[src/rtl/lrg_pkg.sv]
package lrg_pkg;
   // Command from the step logic to the waiting timer
   typedef enum logic [1:0] {
      TM_HOLD  = 2'd0,
      TM_ZERO  = 2'd1,
      TM_COUNT = 2'd2
   } tmr_op_e;
endpackage

[src/rtl/lrg_wait_timer.sv]
module lrg_wait_timer
   import lrg_pkg::*;
#(
   parameter int BASE_LOG2 = 7,
   parameter int WCODE_W   = 3,
   parameter int ZCODE_W   = 2,
   parameter int FCODE_W   = 2,
   parameter bit FAST_EN   = 1'b1
) (
   input  logic               clk,
   input  logic               rst_n,
   input  tmr_op_e            op,
   input  logic [WCODE_W-1:0] wcode,
   input  logic [ZCODE_W-1:0] zcode,
   input  logic               fast,
   input  logic [FCODE_W-1:0] fspd,
   output logic               wait_done,
   output logic               zto_done
);
   localparam int CNT_W = BASE_LOG2 + (1 << WCODE_W);
   localparam logic [CNT_W-1:0] CNT_MAX = '1;
   localparam logic [CNT_W-1:0] ONE     = CNT_W'(1);

   initial begin
      assert (ZCODE_W <= WCODE_W) else $error("timeout code wider than wait code");
      assert (BASE_LOG2 >= (1 << FCODE_W)) else $error("fast shift underflows base period");
   end

   logic [CNT_W-1:0] cnt_q, cnt_inc, wlen_base, wlen, zlen;

   always_comb begin
      cnt_inc   = (cnt_q == CNT_MAX) ? cnt_q : cnt_q + ONE;
      wlen_base = ONE << (BASE_LOG2 + int'(wcode));
      zlen      = ONE << (BASE_LOG2 + int'(zcode));
   end

   generate
      if (FAST_EN) begin : g_fast
         always_comb wlen = fast ? (wlen_base >> (int'(fspd) + 1)) : wlen_base;
      end else begin : g_plain
         logic unused_fast;
         always_comb unused_fast = fast ^ (^fspd);
         always_comb wlen = wlen_base;
      end
   endgenerate

   always_comb begin
      wait_done = (cnt_inc >= wlen);
      zto_done  = (cnt_inc >= zlen);
   end

   always_ff @(posedge clk) begin
      if (!rst_n) cnt_q <= '0;
      else begin
         case (op)
            TM_ZERO:  cnt_q <= '0;
            TM_COUNT: cnt_q <= cnt_inc;
            default:  cnt_q <= cnt_q;
         endcase
      end
   end

   // a restart command leaves the count at zero
   a_r5_timer_zeroed: assert property (@(posedge clk) disable iff (!rst_n)
      (op == TM_ZERO) |=> (cnt_q == '0));
   // counting never wraps back to zero
   a_r2_no_wrap: assert property (@(posedge clk) disable iff (!rst_n)
      (op == TM_COUNT) |=> (cnt_q != '0));
endmodule

[src/rtl/lrg_zc_gate.sv]
module lrg_zc_gate #(
   parameter int NCH = 2
) (
   input  logic           clk,
   input  logic           rst_n,
   input  logic [NCH-1:0] zc,
   input  logic           clr,
   output logic           all_seen
);
   logic [NCH-1:0] seen_q, seen_now;

   generate
      for (genvar c = 0; c < NCH; c++) begin : g_ch
         always_comb seen_now[c] = seen_q[c] | zc[c];
         always_ff @(posedge clk) begin
            if (!rst_n)   seen_q[c] <= 1'b0;
            else if (clr) seen_q[c] <= 1'b0;
            else          seen_q[c] <= seen_now[c];
         end
      end
   endgenerate

   always_comb all_seen = &seen_now;

   // crossings are forgotten after a step or load
   a_r6_zc_forgotten: assert property (@(posedge clk) disable iff (!rst_n)
      clr |=> (seen_q == '0));
endmodule

[src/rtl/lrg_vol_reg.sv]
module lrg_vol_reg #(
   parameter int VOL_W   = 8,
   parameter int SCODE_W = 2
) (
   input  logic               clk,
   input  logic               rst_n,
   input  logic [VOL_W-1:0]   ref_vol,
   input  logic               ld,
   input  logic [VOL_W-1:0]   ld_val,
   input  logic               imp,
   input  logic               step,
   input  logic [SCODE_W-1:0] scode,
   output logic [VOL_W-1:0]   vol_q,
   output logic               below,
   output logic               fast_q,
   output logic               step_q
);
   initial assert (SCODE_W < VOL_W) else $error("step code too wide");

   logic [VOL_W:0]   sum;
   logic [VOL_W-1:0] nxt;

   always_comb begin
      sum   = {1'b0, vol_q} + {{(VOL_W+1-SCODE_W){1'b0}}, scode} + {{VOL_W{1'b0}}, 1'b1};
      nxt   = (sum > {1'b0, ref_vol}) ? ref_vol : sum[VOL_W-1:0];
      below = (vol_q < ref_vol);
   end

   always_ff @(posedge clk) begin
      if (!rst_n) begin
         vol_q  <= ref_vol;
         fast_q <= 1'b0;
         step_q <= 1'b0;
      end else if (ld) begin
         vol_q  <= ld_val;
         fast_q <= imp;
         step_q <= 1'b0;
      end else if (step) begin
         vol_q  <= nxt;
         fast_q <= fast_q & (nxt < ref_vol);
         step_q <= 1'b1;
      end else begin
         step_q <= 1'b0;
      end
   end

   // reset loads the reference
   a_r1_reset_ref: assert property (@(posedge clk)
      !rst_n |=> (vol_q == $past(ref_vol)) && !step_q && !fast_q);
   // a step never lands above an unchanged reference
   a_r3_no_overflow: assert property (@(posedge clk) disable iff (!rst_n)
      (step_q && $stable(ref_vol)) |-> (vol_q <= ref_vol));
   // a step always raises the code
   a_r3_rises: assert property (@(posedge clk) disable iff (!rst_n)
      step_q |-> (vol_q > $past(vol_q)));
   // no step from at or above the reference
   a_r4_hold_at_ref: assert property (@(posedge clk) disable iff (!rst_n)
      (!below && !ld) |=> !step_q);
   // a load wins over a step
   a_r7_load_wins: assert property (@(posedge clk) disable iff (!rst_n)
      ld |=> (vol_q == $past(ld_val)) && !step_q);
endmodule

[src/rtl/limiter_recovery_ctrl.sv]
module limiter_recovery_ctrl
   import lrg_pkg::*;
#(
   parameter int NCH       = 2,
   parameter int VOL_W     = 8,
   parameter int BASE_LOG2 = 7,
   parameter int WCODE_W   = 3,
   parameter int SCODE_W   = 2,
   parameter int ZCODE_W   = 2,
   parameter int FCODE_W   = 2,
   parameter bit FAST_EN   = 1'b1
) (
   input  logic               clk,
   input  logic               rst_n,
   input  logic               smp_en,
   input  logic [NCH-1:0]     lvl_over,
   input  logic [NCH-1:0]     lvl_quiet,
   input  logic [NCH-1:0]     zc_pulse,
   input  logic               lim_load,
   input  logic [VOL_W-1:0]   lim_vol,
   input  logic               lim_impulse,
   input  logic [WCODE_W-1:0] cfg_wait,
   input  logic [SCODE_W-1:0] cfg_step,
   input  logic [ZCODE_W-1:0] cfg_zto,
   input  logic [FCODE_W-1:0] cfg_fast_spd,
   input  logic [VOL_W-1:0]   cfg_ref,
   output logic [VOL_W-1:0]   vol_o,
   output logic               step_o
);
   initial assert (NCH >= 1) else $error("need at least one channel");

   logic    run, below, fast, wait_done, zto_done, zc_all, step_now;
   tmr_op_e op;

   always_comb begin
      run      = ~(|lvl_over) & (&lvl_quiet);
      step_now = smp_en & run & ~lim_load & below & wait_done & (zc_all | zto_done);
      if (lim_load || step_now)  op = TM_ZERO;
      else if (smp_en && !run)   op = TM_ZERO;
      else if (smp_en)           op = TM_COUNT;
      else                       op = TM_HOLD;
   end

   lrg_wait_timer #(
      .BASE_LOG2(BASE_LOG2), .WCODE_W(WCODE_W), .ZCODE_W(ZCODE_W),
      .FCODE_W(FCODE_W), .FAST_EN(FAST_EN)
   ) u_timer (
      .clk(clk), .rst_n(rst_n), .op(op), .wcode(cfg_wait), .zcode(cfg_zto),
      .fast(fast), .fspd(cfg_fast_spd), .wait_done(wait_done), .zto_done(zto_done)
   );

   lrg_zc_gate #(.NCH(NCH)) u_zc (
      .clk(clk), .rst_n(rst_n), .zc(zc_pulse), .clr(lim_load | step_now),
      .all_seen(zc_all)
   );

   lrg_vol_reg #(.VOL_W(VOL_W), .SCODE_W(SCODE_W)) u_vol (
      .clk(clk), .rst_n(rst_n), .ref_vol(cfg_ref), .ld(lim_load), .ld_val(lim_vol),
      .imp(lim_impulse), .step(step_now), .scode(cfg_step), .vol_q(vol_o),
      .below(below), .fast_q(fast), .step_q(step_o)
   );

   // a loud or mid-level sample cannot yield a step at the next edge
   a_r5_loud_no_step: assert property (@(posedge clk) disable iff (!rst_n)
      (smp_en && !run && !lim_load) |=> !step_o);
   // step pulses are single-cycle
   a_r9_single_pulse: assert property (@(posedge clk) disable iff (!rst_n)
      step_o |=> !step_o);
endmodule

[config.mk]
export PLATFORM = sky130hd
export DESIGN_NAME = limiter_recovery_ctrl
export DESIGN_NICKNAME = d
export VERILOG_FILES = /design/src/rtl/lrg_pkg.sv /design/src/rtl/lrg_wait_timer.sv /design/src/rtl/lrg_zc_gate.sv /design/src/rtl/lrg_vol_reg.sv /design/src/rtl/limiter_recovery_ctrl.sv
export SDC_FILE = /design/constraint.sdc
export NUM_CORES = 1
export LEC_CHECK = 0
export BUFFER_PORTS_ARGS = -buffer_cell sky130_fd_sc_hd__buf_4
export CAP_MARGIN = 20
export CELL_PAD_IN_SITES_DETAIL_PLACEMENT = 0
export CELL_PAD_IN_SITES_GLOBAL_PLACEMENT = 2
export CORE_MARGIN = 2
export CORE_UTILIZATION = 37
export CTS_CLUSTER_SIZE = 24
export DETAILED_ROUTE_END_ITERATION = 16
export HOLD_SLACK_MARGIN = 0.12
export PLACE_DENSITY = 0.92
export SYNTH_ARGS = -nofsm -noshare
export SYNTH_HDL_FRONTEND = slang
export SYNTH_SLANG_ARGS = --single-unit
[constraint.sdc]
create_clock -name clk -period 10.9 [get_ports clk]
set_input_delay 0 -clock clk [delete_from_list [all_inputs] [get_ports clk]]
set_output_delay 0 -clock clk [all_outputs]
set_load 0.03 [all_outputs]
After elaboration in Yosys (flattened, before gate mapping)
Index checks and enable logic that the tools add are counted.
{"block": "classes", "n_addsub": 6, "order_cmp": 5, "eq_ne": 4, "shifts": 3, "muxes": 13, "bitwise_logic": 14, "n_reduce_logical": 10}
{"op": "$shl A1 B32 Y15 const A", "count": 2}
{"op": "$mux W8", "count": 4}
{"op": "$shr A15 B32 Y15", "count": 1}
{"op": "$ge A15 B15 Y1", "count": 2}
{"op": "$mux W15", "count": 2}
{"op": "$pmux W15 S2", "count": 1}
{"op": "$lt A8 B8 Y1", "count": 2}
{"op": "$add A15 B1 Y15 const B", "count": 1}
{"op": "$eq A15 B15 Y1 const B", "count": 1}
{"op": "$add A8 B2 Y9", "count": 1}
{"op": "$add A9 B1 Y9 const B", "count": 1}
{"op": "$gt A9 B8 Y1", "count": 1}
{"op": "$and A1 B1 Y1", "count": 7}
{"op": "$mux W2", "count": 3}
{"op": "$reduce_or A2 Y1", "count": 3}
{"op": "$add A3 B2 Y4 const A", "count": 1}
{"op": "$add A3 B3 Y4 const A", "count": 1}
{"op": "$or A1 B1 Y1", "count": 4}
{"op": "$reduce_and A2 Y1", "count": 2}
{"op": "$reduce_bool A2 Y1", "count": 2}
{"op": "$add A2 B1 Y3 const B", "count": 1}
{"op": "$mux W1", "count": 3}
{"op": "$ne A3 B1 Y1 const B", "count": 1}
{"op": "$not A1 Y1", "count": 3}
{"op": "other kinds (5)", "count": 5}
{"block": "word_totals", "reg_bits": 27, "input_bits": 36, "output_inout_bits": 9, "wordCells": 61}

Logic depth before layout (Yosys ltp)
{"block": "depth", "depth_word": 12, "depth_mapped": 22, "mapped_depth_nobuf": 21}

Cells and area by module
From an unflattened synthesis, not the netlist that was laid out.
{"block": "hier_totals", "hier_cells": 407, "area_unflattened_um2": 3260.6}
{"module": "lrg_wait_timer", "n_inst": 1, "cells_per_inst": 251, "area_per_inst_um2": 1883.1, "seq_area_each_um2": 300.3}
{"module": "lrg_vol_reg", "n_inst": 1, "cells_per_inst": 139, "area_per_inst_um2": 1234.9, "seq_area_each_um2": 280.3}
{"module": "lrg_zc_gate", "n_inst": 1, "cells_per_inst": 8, "area_per_inst_um2": 72.6, "seq_area_each_um2": 40.0}
{"module": "limiter_recovery_ctrl", "n_inst": 1, "cells_per_inst": 9, "area_per_inst_um2": 70.1, "seq_area_each_um2": 0.0}

Worst setup path after synthesis
OpenSTA, ideal clock, no wires.
{"block": "synth_timing", "path_type": "reg-to-reg", "from": "reg u_vol.vol_q[0]", "to": "reg u_vol.fast_q", "t_arrival_ns": 4.239, "t_required_ns": 10.831, "slack_ns": 6.592, "stages_incl_launch_ff": 21, "path_buffers": 1, "synth_period_minus_slack_ns": 4.308, "path_cell_list": "edfxtp_1 > inv_1 > ha_1 > fa_1 > nand3b_1 > nor2_1 > xor2_1 > ha_1 > a21o_1 > a21oi_1 > o211ai_1 > a21oi_2 > clkbuf_1 > o21ai_0 > ha_1 > a21o_1 > a21o_1 > a211o_1 > nor3_1 > a221oi_1 > o21ai_1"}
{"block": "synth_between", "elab_chain_cells": 8, "elab_cells_between_ends": 13, "classes_between": "2 x add/sub; 3 x order compare; 3 x mux; 4 x bitwise; 1 x reduce/logical"}
{"item": "from (decl)", "line_no": "lrg_vol_reg.sv:13", "source": "output logic [VOL_W-1:0] vol_q,"}
{"item": "from (signal assigned)", "line_no": "lrg_vol_reg.sv:31", "source": "vol_q <= ref_vol;"}
{"item": "from (signal assigned)", "line_no": "lrg_vol_reg.sv:35", "source": "vol_q <= ld_val;"}
{"item": "from (signal assigned)", "line_no": "lrg_vol_reg.sv:39", "source": "vol_q <= nxt;"}
{"item": "$add A8 B2 Y9", "line_no": "lrg_vol_reg.sv:24", "source": "sum = {1'b0, vol_q} + {{(VOL_W+1-SCODE_W){1'b0}}, scode} + {{VOL_W{1'b0}}, 1'b1};"}
{"item": "$add A9 B1 Y9", "line_no": "lrg_vol_reg.sv:24"}
{"item": "$gt A9 B8 Y1", "line_no": "lrg_vol_reg.sv:25", "source": "nxt = (sum > {1'b0, ref_vol}) ? ref_vol : sum[VOL_W-1:0];"}
{"item": "$mux W8", "line_no": "lrg_vol_reg.sv:25"}
{"item": "$lt A8 B8 Y1", "line_no": "lrg_vol_reg.sv:40", "source": "fast_q <= fast_q & (nxt < ref_vol);"}
{"item": "$and A1 B1 Y1", "line_no": "lrg_vol_reg.sv:40"}
{"item": "$mux W1", "line_no": "lrg_vol_reg.sv:38", "source": "end else if (step) begin"}
{"item": "$mux W1", "line_no": "lrg_vol_reg.sv:34", "source": "end else if (ld) begin"}
{"item": "to (signal assigned)", "line_no": "lrg_vol_reg.sv:36", "source": "fast_q <= imp;"}
{"item": "to (signal assigned)", "line_no": "lrg_vol_reg.sv:40"}
{"item": "to (decl)", "line_no": "lrg_vol_reg.sv:15", "source": "output logic fast_q,"}
Parallel ways exist; a longest one is shown, timed or not. The select of a mux whose other input is x is not followed.
A chain may end at the register's enable or synchronous reset.

Final worst setup path
Same ends and word-level chain as after synthesis.

==> run metrics <==
type of origin of the critical path register; number of warning messages in the yosys log 0; Die X-Extent 97.6 um; H-tree depth reported by CTS 1; largest cells by area after synthesis sky130_fd_sc_hd__ha_1 19%, sky130_fd_sc_hd__dfxtp_1 12%, sky130_fd_sc_hd__edfxtp_1 7.4%; Synth cell types 65; Final GP Congestion 0.858; type of the worst setup path reg2reg; via count of the first global-routing pass 3093; TritonCTS clock tree done; share of post-route cells with drive strength above 1 13.6%; chip height 97.6 um; Tmin final 4870 ps; global-route wire length before repair 15100 um; total number of placement rows 34; actual slew at the worst max-slew pin 1040 ps; Layout area overhead 17.7%; TritonCTS buffer count 3; number of instances in the placed design 550; area post-placement 3660 um2; Slew HR 30.5%; setup repair after global routing missed its margin false; Port Buf Inserts 44; via density per instance 5.63; number of hold-slack violations in the final timing report 0; most area-hungry cell type in the Yosys netlist sky130_fd_sc_hd__ha_1; post-route worst hold slack 128 ps; CTS sink cnt 27; post-route DRC violation count 0; reported leakage power 1.68 nW; CTS root buffer sky130_fd_sc_hd__clkbuf_8; cells along the critical path inv_1, ha_1, fa_1, nand3b_1, nor2_1, xor2_1, ha_1, a21o_1, a21oi_1, o211ai_1, a21oi_2, o21ai_0, ha_1, a21o_1, a21o_1, a211o_1, nor3_1, a221oi_1, o21ai_1; maximum clock insertion buffer count 2; max frequency 0.205 GHz; Final Total Pwr 0.000359 W; # diodes 0; remaining antenna violation count 0; area of the core 8590 um2; max-slew violation count 0; number of flops mapped to enable cells by yosys 8; Synth Flop Type sky130_fd_sc_hd__dfxtp_1; GRT Overall Usage 19.1%; nature of the critical path endpoint register; class of the worst hold path in2reg; detailed router's first-iteration violation count 76; largest net degree at the start of global routing 32; average detailed-routed wire length per instance 16.0 um; ranking of synthesized cells by instance count 49 x sky130_fd_sc_hd__ha_1, 33 x sky130_fd_sc_hd__nand2_1, 33 x sky130_fd_sc_hd__nor2_1, 23 x sky130_fd_sc_hd__inv_1, 22 x sky130_fd_sc_hd__a21oi_1; post-detailed-routing wire length 9040 um; Clock Latency Late Sink 280 ps; Max Clock Skew 6.13 ps; critical path data required time 11120 ps; initial antenna violation count 0; sequential area share after synthesis 19.2%; NumNets Final 544; die outline area 9520 um2; number of maximum-capacitance constraint violations 0; power density over the cells 94.3 nW/um2; flop and latch count out of synthesis 27; GRT Residual Overflow 0; outcome complete, no violations; mean instance size in the synthesized netlist 7.90 um2; Post-Layout Inst Area 3810 um2; number of cells in the finished layout apart from fillers 565; placed wire-length estimate 7050 um; Arr. time, crit path 5090 ps; area share of the largest cell type after synthesis 18.9%; final worst path period share 44.7%; vias after detailed routing 3180; cell with the most instances after synthesis sky130_fd_sc_hd__ha_1; IR Drop Worst-Case VDD 65.1 uV; fraction of synthesis flops using an asynchronous set or reset pin 0%; setup TNS 0 ps; I/O pin count 45; endpoints failing setup 0; initial cell density of the core 37.7%; worst-path maximum fanout 25; count of mapped cells out of synthesis 410; total standard cell area after synthesis 3240 um2; largest stage delay on the critical path 850 ps; clock input transition at the sequential cells of the worst setup and hold paths 110 ps; crit path max-delay cell type sky130_fd_sc_hd__a21oi_2; first-pass iteration count of the detailed router 4
cell type report:
| cell class | instances | area, um2 |
|---|---|---|
| Fill cell | 878 | 4780 |
| Multi-Input combinational cell | 348 | 2480 |
| Sequential cell | 27 | 621 |
| Timing Repair Buffer | 55 | 440 |
| Tap cell | 108 | 135 |
| Inverter | 23 | 86.3 |
| Clock buffer | 4 | 45.0 |
what timing repair did:
action | 4_1_cts | 5_1_grt
hold buffers | 11 | 0
endpoints found under the hold margin | 11 | 0
buffers inserted | 0 | 0
resized for setup | 0 | 0
endpoints found under the setup margin | 0 | 0
state kept, by name, indices dropped and copies added, names as in the netlist:
| register | flops |
|---|---|
| u_timer.cnt_q | 15 |
| u_vol.step_q | 1 |
| u_vol.fast_q | 1 |
| u_zc.seen_q | 2 |
| u_vol.vol_q | 8 |
power by group:
part           switching (W)  total (W)  internal, W
Sequential        0.00000989   0.000122     0.000112
Combinational       0.000100   0.000176    0.0000762
Clock              0.0000352  0.0000615    0.0000263
Total               0.000145   0.000359     0.000214
metrics by stage:
step	setup slack (ps)	utilization, %
6_report	6030	44.4
3_5_place_dp	6060	42.5
3_3_place_gp	6190	42.5
5_1_grt	5620	44.4
4_1_cts	6040	44.4
2_1_floorplan	6590	-
routing by layer:
metal / vias up / track usage, % / wire (um)
met5: - / 0 / 0
met4: 0 / 4.91 / 182
met3: 14 / 3.24 / 371
met2: 81 / 31.8 / 4340
met1: 1471 / 25.7 / 4150
li1: 1614 / - / -
layout by cell type (no fill, tap or decap), types with 2 or more instances in the layout:
master,instances
sky130_fd_sc_hd__a211oi_1,3
sky130_fd_sc_hd__a21boi_0,4
sky130_fd_sc_hd__a21o_1,10
sky130_fd_sc_hd__a21oi_1,22
sky130_fd_sc_hd__a22oi_1,8
sky130_fd_sc_hd__a2bb2oi_1,6
sky130_fd_sc_hd__a31o_2,3
sky130_fd_sc_hd__a32oi_1,2
sky130_fd_sc_hd__and2_1,5
sky130_fd_sc_hd__and3_1,3
sky130_fd_sc_hd__buf_4,44
sky130_fd_sc_hd__clkbuf_8,3
sky130_fd_sc_hd__conb_1,7
sky130_fd_sc_hd__dfxtp_1,19
sky130_fd_sc_hd__dlygate4sd3_1,11
sky130_fd_sc_hd__edfxtp_1,8
sky130_fd_sc_hd__ha_1,49
sky130_fd_sc_hd__inv_1,23
sky130_fd_sc_hd__mux2_2,4
sky130_fd_sc_hd__nand2_1,33
sky130_fd_sc_hd__nand2b_1,7
sky130_fd_sc_hd__nand3_1,15
sky130_fd_sc_hd__nand3b_1,3
sky130_fd_sc_hd__nand4_1,12
sky130_fd_sc_hd__nor2_1,33
sky130_fd_sc_hd__nor2b_1,15
sky130_fd_sc_hd__nor3_1,13
sky130_fd_sc_hd__nor4_1,2
sky130_fd_sc_hd__o2111ai_1,3
sky130_fd_sc_hd__o211ai_1,4
sky130_fd_sc_hd__o21a_1,6
sky130_fd_sc_hd__o21ai_0,20
sky130_fd_sc_hd__o21bai_1,2
sky130_fd_sc_hd__o22ai_1,2
sky130_fd_sc_hd__o31a_1,3
sky130_fd_sc_hd__o31ai_1,5
sky130_fd_sc_hd__xnor2_1,12
sky130_fd_sc_hd__xor2_1,5
cell families after synthesis:
kind of cell | count (synthesis) | synth area share (%)
and+or+nand+nor | 151 | 24.5
AOI/OAI and AO/OA | 118 | 25.5
adders and majority gates | 50 | 19.5
buffers and inverters | 40 | 4.75
DFF | 27 | 19.2
xor gates and xnor gates | 17 | 4.60
muxes | 5 | 1.70
other | 2 | 0.232
path summary, 6_finish.rpt:
check	slack [ps]	to	startpoint	cells after the start
max	6030	u_vol.fast_q$_SDFFE_PN0P_	u_vol.vol_q[0]$_DFFE_PP_	19
min reg2reg	540	u_zc.seen_q[1]$_SDFF_PP0_	u_zc.seen_q[1]$_SDFF_PP0_	2
max reg2reg	6030	u_vol.fast_q$_SDFFE_PN0P_	u_vol.vol_q[0]$_DFFE_PP_	19
min	130	u_vol.vol_q[6]$_DFFE_PP_	lim_vol[6]	3
worst max-delay path, delay by kind of cell (launching register included):
family	cells	cell delay (ps)
buffers and inverters	1	50
AO/OA/AOI/OAI	10	2360
flip-flops	1	390
adder cells (fa/ha/maj)	4	1210
AND/OR/NAND/NOR	3	590
XOR/XNOR	1	220
(Power assumes the default switching activity.)
